## config.mk

```make
export PLATFORM = sky130hd
export DESIGN_NAME = adc_accum_seq
export DESIGN_NICKNAME = d
export VERILOG_FILES = /design/src/rtl/adc_accum_seq.sv
export SDC_FILE = /design/constraint.sdc
export NUM_CORES = 1
export LEC_CHECK = 0
export ABC_CLOCK_PERIOD_IN_PS = 2100
export BUFFER_PORTS_ARGS = -buffer_cell sky130_fd_sc_hd__buf_4
export CAP_MARGIN = 30
export CELL_PAD_IN_SITES_DETAIL_PLACEMENT = 1
export CELL_PAD_IN_SITES_GLOBAL_PLACEMENT = 2
export CORE_MARGIN = 2
export CORE_UTILIZATION = 30
export CTS_CLUSTER_DIAMETER = 100
export DETAILED_ROUTE_END_ITERATION = 10
export MAX_ROUTING_LAYER = met4
export PLACE_DENSITY_LB_ADDON = 0.08
export SYNTH_ARGS = -nofsm -noshare
export SYNTH_HDL_FRONTEND = slang
export SYNTH_SLANG_ARGS = --single-unit
```

## constraint.sdc

```tcl
create_clock -name clk -period 2.1 [get_ports clk]
set_clock_uncertainty 0.15 [all_clocks]
set_input_delay 0.315 -clock clk [delete_from_list [all_inputs] [get_ports clk]]
set_output_delay 0.315 -clock clk [all_outputs]
set_load 0.03 [all_outputs]
```

## src/rtl/adc_accum_seq.sv

```systemverilog
module adc_accum_seq #(
  parameter int DIV_W  = 5,
  parameter int DATA_W = 12,
  parameter int RES_W  = 16
) (
  input  logic              clk,
  input  logic              rst_n,
  input  logic [DIV_W-1:0]  cfg_div,
  input  logic [1:0]        cfg_rpt,
  input  logic              cfg_burst,
  input  logic              cfg_ljust,
  input  logic              fast_en,
  input  logic              start,
  input  logic [DATA_W-1:0] adc_data,
  input  logic              adc_done,
  input  logic              eoc_clr,
  output logic              sar_tick,
  output logic              conv_req,
  output logic              busy,
  output logic [RES_W-1:0]  result,
  output logic              eoc_pulse,
  output logic              eoc_flag,
  output logic              win_req
);
  localparam int PAD_W = RES_W - DATA_W;

  typedef enum logic [1:0] {S_IDLE, S_ARM, S_REQ, S_CONV} st_t;

  st_t              state;
  logic [DIV_W-1:0] div_cnt;
  logic [3:0]       cnt, last_idx;
  logic [RES_W-1:0] acc, acc_nxt, sample_r, sample_l;
  logic             src_en, last;

  assign src_en   = cfg_burst ? fast_en : 1'b1;
  assign sar_tick = src_en && (div_cnt >= cfg_div);
  assign busy     = (state == S_REQ) || (state == S_CONV);
  assign sample_r = {{PAD_W{1'b0}}, adc_data};
  assign sample_l = {adc_data, {PAD_W{1'b0}}};
  assign acc_nxt  = acc + sample_r;
  assign last     = (cnt == last_idx);

  always_comb begin
    case (cfg_rpt)
      2'b00:   last_idx = 4'd0;
      2'b01:   last_idx = 4'd3;
      2'b10:   last_idx = 4'd7;
      default: last_idx = 4'd15;
    endcase
  end

  always_ff @(posedge clk) begin
    if (!rst_n)          div_cnt <= '0;
    else if (sar_tick)   div_cnt <= '0;
    else if (src_en)     div_cnt <= div_cnt + 1'b1;
  end

  always_ff @(posedge clk) begin
    if (!rst_n) begin
      state     <= S_IDLE;
      cnt       <= '0;
      acc       <= '0;
      result    <= '0;
      conv_req  <= 1'b0;
      eoc_pulse <= 1'b0;
      win_req   <= 1'b0;
      eoc_flag  <= 1'b0;
    end else begin
      conv_req  <= 1'b0;
      eoc_pulse <= 1'b0;
      win_req   <= 1'b0;
      if (eoc_clr) eoc_flag <= 1'b0;
      case (state)
        S_IDLE, S_ARM: begin
          if (start) begin
            state <= S_REQ;
            if (state == S_IDLE) begin
              acc <= '0;
              cnt <= '0;
            end
          end
        end
        S_REQ: begin
          if (sar_tick) begin
            conv_req <= 1'b1;
            state    <= S_CONV;
          end
        end
        default: begin
          if (adc_done) begin
            if (last) begin
              result    <= (cfg_ljust && cfg_rpt == 2'b00) ? sample_l : acc_nxt;
              eoc_pulse <= 1'b1;
              win_req   <= 1'b1;
              eoc_flag  <= 1'b1;
              state     <= S_IDLE;
            end else begin
              acc   <= acc_nxt;
              cnt   <= cnt + 1'b1;
              state <= cfg_burst ? S_REQ : S_ARM;
            end
          end
        end
      endcase
    end
  end
endmodule

```

==> results of run 1 <==
worst min path at each step:
stage / to / slack, ps / cells after the start
final: eoc_flag / 120 / 3
after detailed placement: acc[11] / 300 / 2
after global routing: eoc_flag / 130 / 3
after floorplan: acc[11] / 270 / 2
after global placement: result[1] / 290 / 2
after CTS: eoc_flag / 120 / 3
report_power, final:
part / switching (mW) / internal [mW]
registers: 0.0710 / 0.957
clock network: 0.355 / 0.239
logic: 0.892 / 0.854
total: 1.32 / 2.05
flip-flops by register name (all words and copies together) (netlist names):
register	flops
acc	16
cnt	4
conv_req	1
div_cnt	5
eoc_flag	1
result	16
state	2
win_req	1
cell usage in the layout, fill, tap and decap left out, drive strengths merged, types with 3 or more instances in the layout:
| cell type | synthesis | routed |
|---|---|---|
| o211ai | 4 | 4 |
| nor2b | 3 | 3 |
| a31oi | 6 | 6 |
| a22o | 11 | 11 |
| buf | 8 | 128 |
| a21oi | 29 | 29 |
| nor3 | 6 | 6 |
| o21bai | 4 | 4 |
| and3 | 4 | 4 |
| o21ai | 14 | 14 |
| nor4 | 4 | 4 |
| nand3 | 12 | 12 |
| xnor2 | 5 | 5 |
| nand2b | 7 | 7 |
| nor4b | 3 | 3 |
| mux2i | 3 | 3 |
| dfxtp | 46 | 46 |
| nand2 | 42 | 42 |
| clkbuf | 7 | 5 |
| xor2 | 8 | 8 |
| a211oi | 6 | 6 |
| ha | 24 | 24 |
| o221a | 3 | 3 |
| nor2 | 19 | 19 |
| a21o | 3 | 3 |
| nand4 | 7 | 7 |
| inv | 14 | 15 |
| a311oi | 3 | 3 |
worst max-delay path: cells and delay by family (launching register included):
kind	cells	cell delay, ps
fa+ha+maj	1	220
compound gates	2	350
simple gates	4	1060
flops	1	380
per-stage QoR:
step | cell area [sq um] | hold slack (ps) | instances | TNS [ps]
after global routing | 4490 | 135 | 583 | -2650
after detailed placement | 3920 | 299 | 564 | -3820
after CTS | 4190 | 119 | 577 | -1010
after global placement | 3920 | 295 | 564 | -3380
after floorplan | 2950 | 273 | 333 | -64.4
final | 4490 | 121 | 583 | -1230
layer usage:
| metal | global-route usage [%] | part of all wire, % | wire length, microns | vias to the layer above |
|---|---|---|---|---|
| met5 | - | 0 | 0 | - |
| met4 | 5.51 | 1.6 | 155 | 0 |
| met3 | 3.11 | 2.8 | 279 | 15 |
| met2 | 33.4 | 49 | 4850 | 43 |
| met1 | 25.5 | 47 | 4660 | 1418 |
| li1 | - | - | - | 1464 |
cell type report:
cell class              count  share of cell area [%]
multi-input cells         258                    50.1
repair buffers            128                    22.1
flip-flops and latches     46                    20.9
well taps                 129                    3.59
clock buffers               5                    1.53
inverters                  14                    1.17
clock inverters             3                   0.529
cell families after synthesis:
family,after synthesis
buffers and inverters,29
AND/OR/NAND/NOR,120
adder cells (fa/ha/maj),25
AO/OA/AOI/OAI,96
flip-flops,46
XOR/XNOR,13
multiplexers,4
timing repair:
item	in CTS	in global routing
pin swaps	24	23
cloned	0	1
buffers inserted	5	5
endpoints found under the setup margin	17	32
gates resized for setup	32	49
==> out/qor.yml, run 1 <==
outcome:
  status: "complete, but fails checks"
  violations: "negative setup slack"
detailed_routing:
  drtIter0Drc: 40
  wl_microns: 9950
  ant_nets: 0
  drc: 0
  viasPerCell: 5.04
  first_pass_iters: 4
  post_drt_wl_per_cell_microns: 17.1
  num_vias: 2940
power:
  power_mw: 3.37
  power_leakage_nw: 1.91
  worst_ir_drop_vdd_uv: 304
  powerDensity_nw_per_um2: 750
synth:
  syn_area_sq_um: 2850
  synth_mux_area_share_pct: 1.45
  synth_edf_count: 0
  yosysWarnings: 0
  synth_top_family_by_area: "compound AO/OA/AOI/OAI gates"
  synth.area.top_cells: "dfxtp_1 32%, ha_1 11%, nand2_1 5.4%"
  synthTopCellsByCount: "46 x dfxtp_1, 41 x nand2_1, 28 x a21oi_1, 24 x ha_1, 19 x nor2_1"
  synth.most_common_cell: "dfxtp_1"
  synthXorXnorAreaFrac_pct: 4.00
  avgSynthCellArea_sq_um: 8.55
  synth_compound_area_share_pct: 23.9
  synth_top_area_share_pct: 32.3
  yosys_most_used_dff: "dfxtp_1"
  syn_nets: 385
  ys_types: 56
  async_flop_share_pct: 0
  yosys.area_share.simple_pct: 22.2
  syn_inst: 333
  ys_ff_latch: 46
  yosysTopAreaCell: "dfxtp_1"
  yosys.area_share.adder_pct: 11.2
  seq_area_frac_synth_pct: 32.3
cells_and_area:
  syn_to_final_growth_pct: 57.7
  final_core_util_pct: 48.6
  drive_gt1_share_pct: 49.3
  fillers: 1070
  nNetsFinal: 505
  seq_area_sq_um: 940
  multi_input_area_sq_um: 2250
  antenna_cells: 0
timing:
  final_hold_viol_count: 0
  setup_viol: 12
  post-route-period-util_pct: 108
  layout_setup_ws_ps: -162
  rsz0062_at_grt: "true"
  fmax_ghz: 0.442
  period_needed_ps: 2260
  finalMaxSlewViolations: 0
  slew_headroom_pct: 58.7
  worst_pin_slew_ps: 619
placement:
  port_buffers: 48
  pre_cts_ws_ps: -324
  place.gp.congestion: 0.836
  hpwlAfterDp_microns: 7420
floorplan:
  start_util_pct: 30.8
  die_y_microns: 101
  fp-row-count: 35
  die_w_microns: 101
  die_area_sq_um: 10300
  ioPinCount: 49
  coreArea_sq_um: 9240
clock_network:
  h-tree-depth: 2
  cts_root_buf: "clkbuf_8"
  clock_latency_ps: 310
  clkSinkCount: 46
  cts_buffers: 5
  holdBufCountCts: 0
  clk_pin_slew_ps: 100
  cts_max_path_buffers: 2
  tritoncts: "built"
critical_path:
  reg2reg_depth: 7
  slowest_stage: "or4_1"
  critPathCapture: "result[13]"
  r2r_slack_ps: -160
  required_ps: 2160
  arrival_ps: 2320
  crit_fanout: 4
  worstReg2RegEnd: "result[13]"
  startpoint: "acc[8]"
  critical_path_class: "reg -> reg"
  cp_cell_sequence: "ha_4 > nand4_1 > o21bai_4 > or3_4 > o221a_2 > or4_1 > and3_1"
  crit_path_end_kind: "flop"
  reg2reg_from: "acc[8]"
  crit_path_start_kind: "flop"
  slowest_delay_ps: 400
grt:
  grt_util_all_layers_pct: 20.2
  antenna_found_initial: 0
  grt_remaining_overflow: 0
  grt_pass1_wl_microns: 15800
  grt_pass1_vias: 3143
  grt_max_degree: 18
job:
  cap_viol_max_count: 0
worst_hold_path:
  min_path_type: "in -> reg"
  hp-start: "eoc_clr"
Power figures use the tool's default switching activity.
==> run 2: changes to the inputs <==
- CORE_ASPECT_RATIO: not set -> 1.5
==> run 2 against run 1 <==
Compared with the run above: the run still ends with negative setup slack left; register-to-register slack improved by 60 ps; cell area increased by 1.8%; global-route usage about the same; critical path depth unchanged; sequential share of layout area decreased by 0.38 points; fmax increased by 2.6%; via count increased by 3.9%; sequential power about the same; total power increased by 11%; worst hold slack improved by 11 ps; utilization increased by 0.82 points; first-iteration DRC count increased by 140%; critical path type unchanged; highest routed layer unchanged.
==> out/qor.yml, run 2 (synthesis gave the netlist of run 1 again) <==
outcome:
  status: "complete, but fails checks"
  violations: "negative setup slack"
detailed_routing:
  viasPerCell: 5.38
  first_pass_iters: 4
  post_drt_wl_per_cell_microns: 18.1
  drtIter0Drc: 97
  num_vias: 3055
  ant_nets: 0
  wl_microns: 10300
  drc: 0
placement:
  dpl-instance-area_sq_um: 3920
  place.gp.congestion: 0.818
  port_buffers: 48
  dp.cells: 546
  hpwlAfterDp_microns: 7460
clock_network:
  tritoncts: "built"
  cts_max_path_buffers: 2
  holdBufCountCts: 0
  clock_latency_ps: 290
  cts_root_buf: "clkbuf_16"
  clkSinkCount: 46
  h-tree-depth: 2
  cts_buffers: 5
  clk_pin_slew_ps: 70
critical_path:
  crit_path_end_kind: "flop"
  cp_cell_sequence: "ha_4 > nand4_1 > o21bai_2 > or3_4 > o221a_2 > or4_1 > and3_1"
  slowest_delay_ps: 390
  reg2reg_from: "acc[10]"
  cp_num_buf_inv: 0
  arrival_ps: 2240
  crit_path_start_kind: "flop"
  crit_fanout: 4
  r2r_slack_ps: -100
  worstReg2RegEnd: "result[13]"
  reg2reg_depth: 7
  critical_path_class: "reg -> reg"
  path_delay_family: "simple AND/OR/NAND/NOR gates"
  required_ps: 2140
  slowest_stage: "or4_1"
timing:
  fmax_ghz: 0.454
  hold_slack_ps: 132
  final_hold_viol_count: 0
  finalMaxSlewViolations: 0
  period_needed_ps: 2200
  rsz0062_at_grt: "true"
  setup_viol: 8
  slew_headroom_pct: 59.4
  worst_pin_slew_ps: 609
  layout_setup_ws_ps: -104
  post-route-period-util_pct: 105
  setup_tns_ps: -429
power:
  power.switching_mw: 1.36
  power_leakage_nw: 1.94
  internal_power_mw: 2.39
  switching_share_pct: 36.3
  p_seq_share_pct: 27.5
  worst_ir_drop_vdd_uv: 483
  power_mw: 3.75
  clkPwrFrac_pct: 24.6
  powerDensity_nw_per_um2: 820
  power_frac_comb_pct: 47.9
worst_hold_path:
  whs_path_depth: 3
  min_path_type: "in -> reg"
  hp-start: "eoc_clr"
  hold_end: "eoc_flag"
grt:
  met2_usage_pct: 38.4
  grt_pass1_wl_microns: 15900
  grt_util_all_layers_pct: 20.1
  use_met1_pct: 22.0
  grt_busiest_layer: "met2"
  grt_remaining_overflow: 0
  grt_pass1_vias: 3191
  grt_max_degree: 21
  antenna_found_initial: 0
  use_met3_pct: 2.27
cells_and_area:
  drive_gt1_share_pct: 47.6
  syn_to_final_growth_pct: 60.6
  reg_top3: "acc (16), result (16), div_cnt (5)"
  fin_area_sq_um: 4570
  layout_commonest_cell: "buf_4"
  layout_common_cells: "120 x buf_4, 41 x nand2_1, 35 x dfxtp_1"
  final_cells: 568
  nNetsFinal: 507
  antenna_cells: 0
floorplan:
  coreArea_sq_um: 9250
  fp-row-count: 43
  die_area_sq_um: 10300
  start_util_pct: 30.8
  ioPinCount: 49
  die_w_microns: 83.6
  die_y_microns: 123
job:
  cap_viol_max_count: 0
run 2: power by group through the flow:
stage,sequential [mW],combinational [mW],clock (mW)
after floorplan,1.05,0.825,0
after global placement,1.03,1.45,0
after detailed placement,1.04,1.48,0
after CTS,1.03,1.60,0.938
after global routing,1.04,1.95,0.970
final,1.03,1.79,0.923
run 2: per-stage QoR:
stage	worst slack (ps)	utilization [%]
floorplan	-33.0	-
global placement	-347	42.3
detailed placement	-390	42.3
CTS	-148	46.5
global route	-195	49.4
finish	-104	49.4
run 2: cell type report:
| type | instances | area [sq um] |
|---|---|---|
| inverters | 14 | 52.6 |
| clock inverters | 3 | 40.0 |
| fillers | 1091 | 4680 |
| clock buffers | 5 | 125 |
| multi-input cells | 260 | 2270 |
| flip-flops and latches | 46 | 940 |
| repair buffers | 128 | 1010 |
| well taps | 112 | 140 |
run 2: worst max-delay path by stage:
stage                            from          to  slack [ps]  cells after the start
final                         acc[10]  result[13]        -100                      7
after CTS                      acc[6]  result[13]        -150                      7
after global routing           acc[0]  result[12]        -190                      9
after global placement    adc_data[3]  result[14]        -350                      8
after floorplan           adc_data[0]  result[10]         -30                      8
after detailed placement  adc_data[3]  result[14]        -390                      8
run 2: routing by layer:
metal / share of wire [%] / routed length (microns) / vias to the layer above
li1: - / - / 1483
met1: 40 / 4160 / 1514
met2: 55 / 5710 / 49
met3: 2.7 / 283 / 9
met4: 1.4 / 142 / 0
met5: 0 / 0 / -
run 2: worst reg2reg max path, stage by stage (launching register included):
cell      delay, ps
dfxtp_1         370
ha_4            240
nand4_1         110
o21bai_2        100
or3_4           340
o221a_2         240
or4_1           390
and3_1          160
run 2: timing repair:
item                                    4_1_cts  5_1_grt
resized for setup                            32       41
endpoints found under the setup margin       23       30
setup buffers                                 8        5
pin swaps                                    19       31
gates cloned                                  0        2
hold endpoints to repair                      0        0
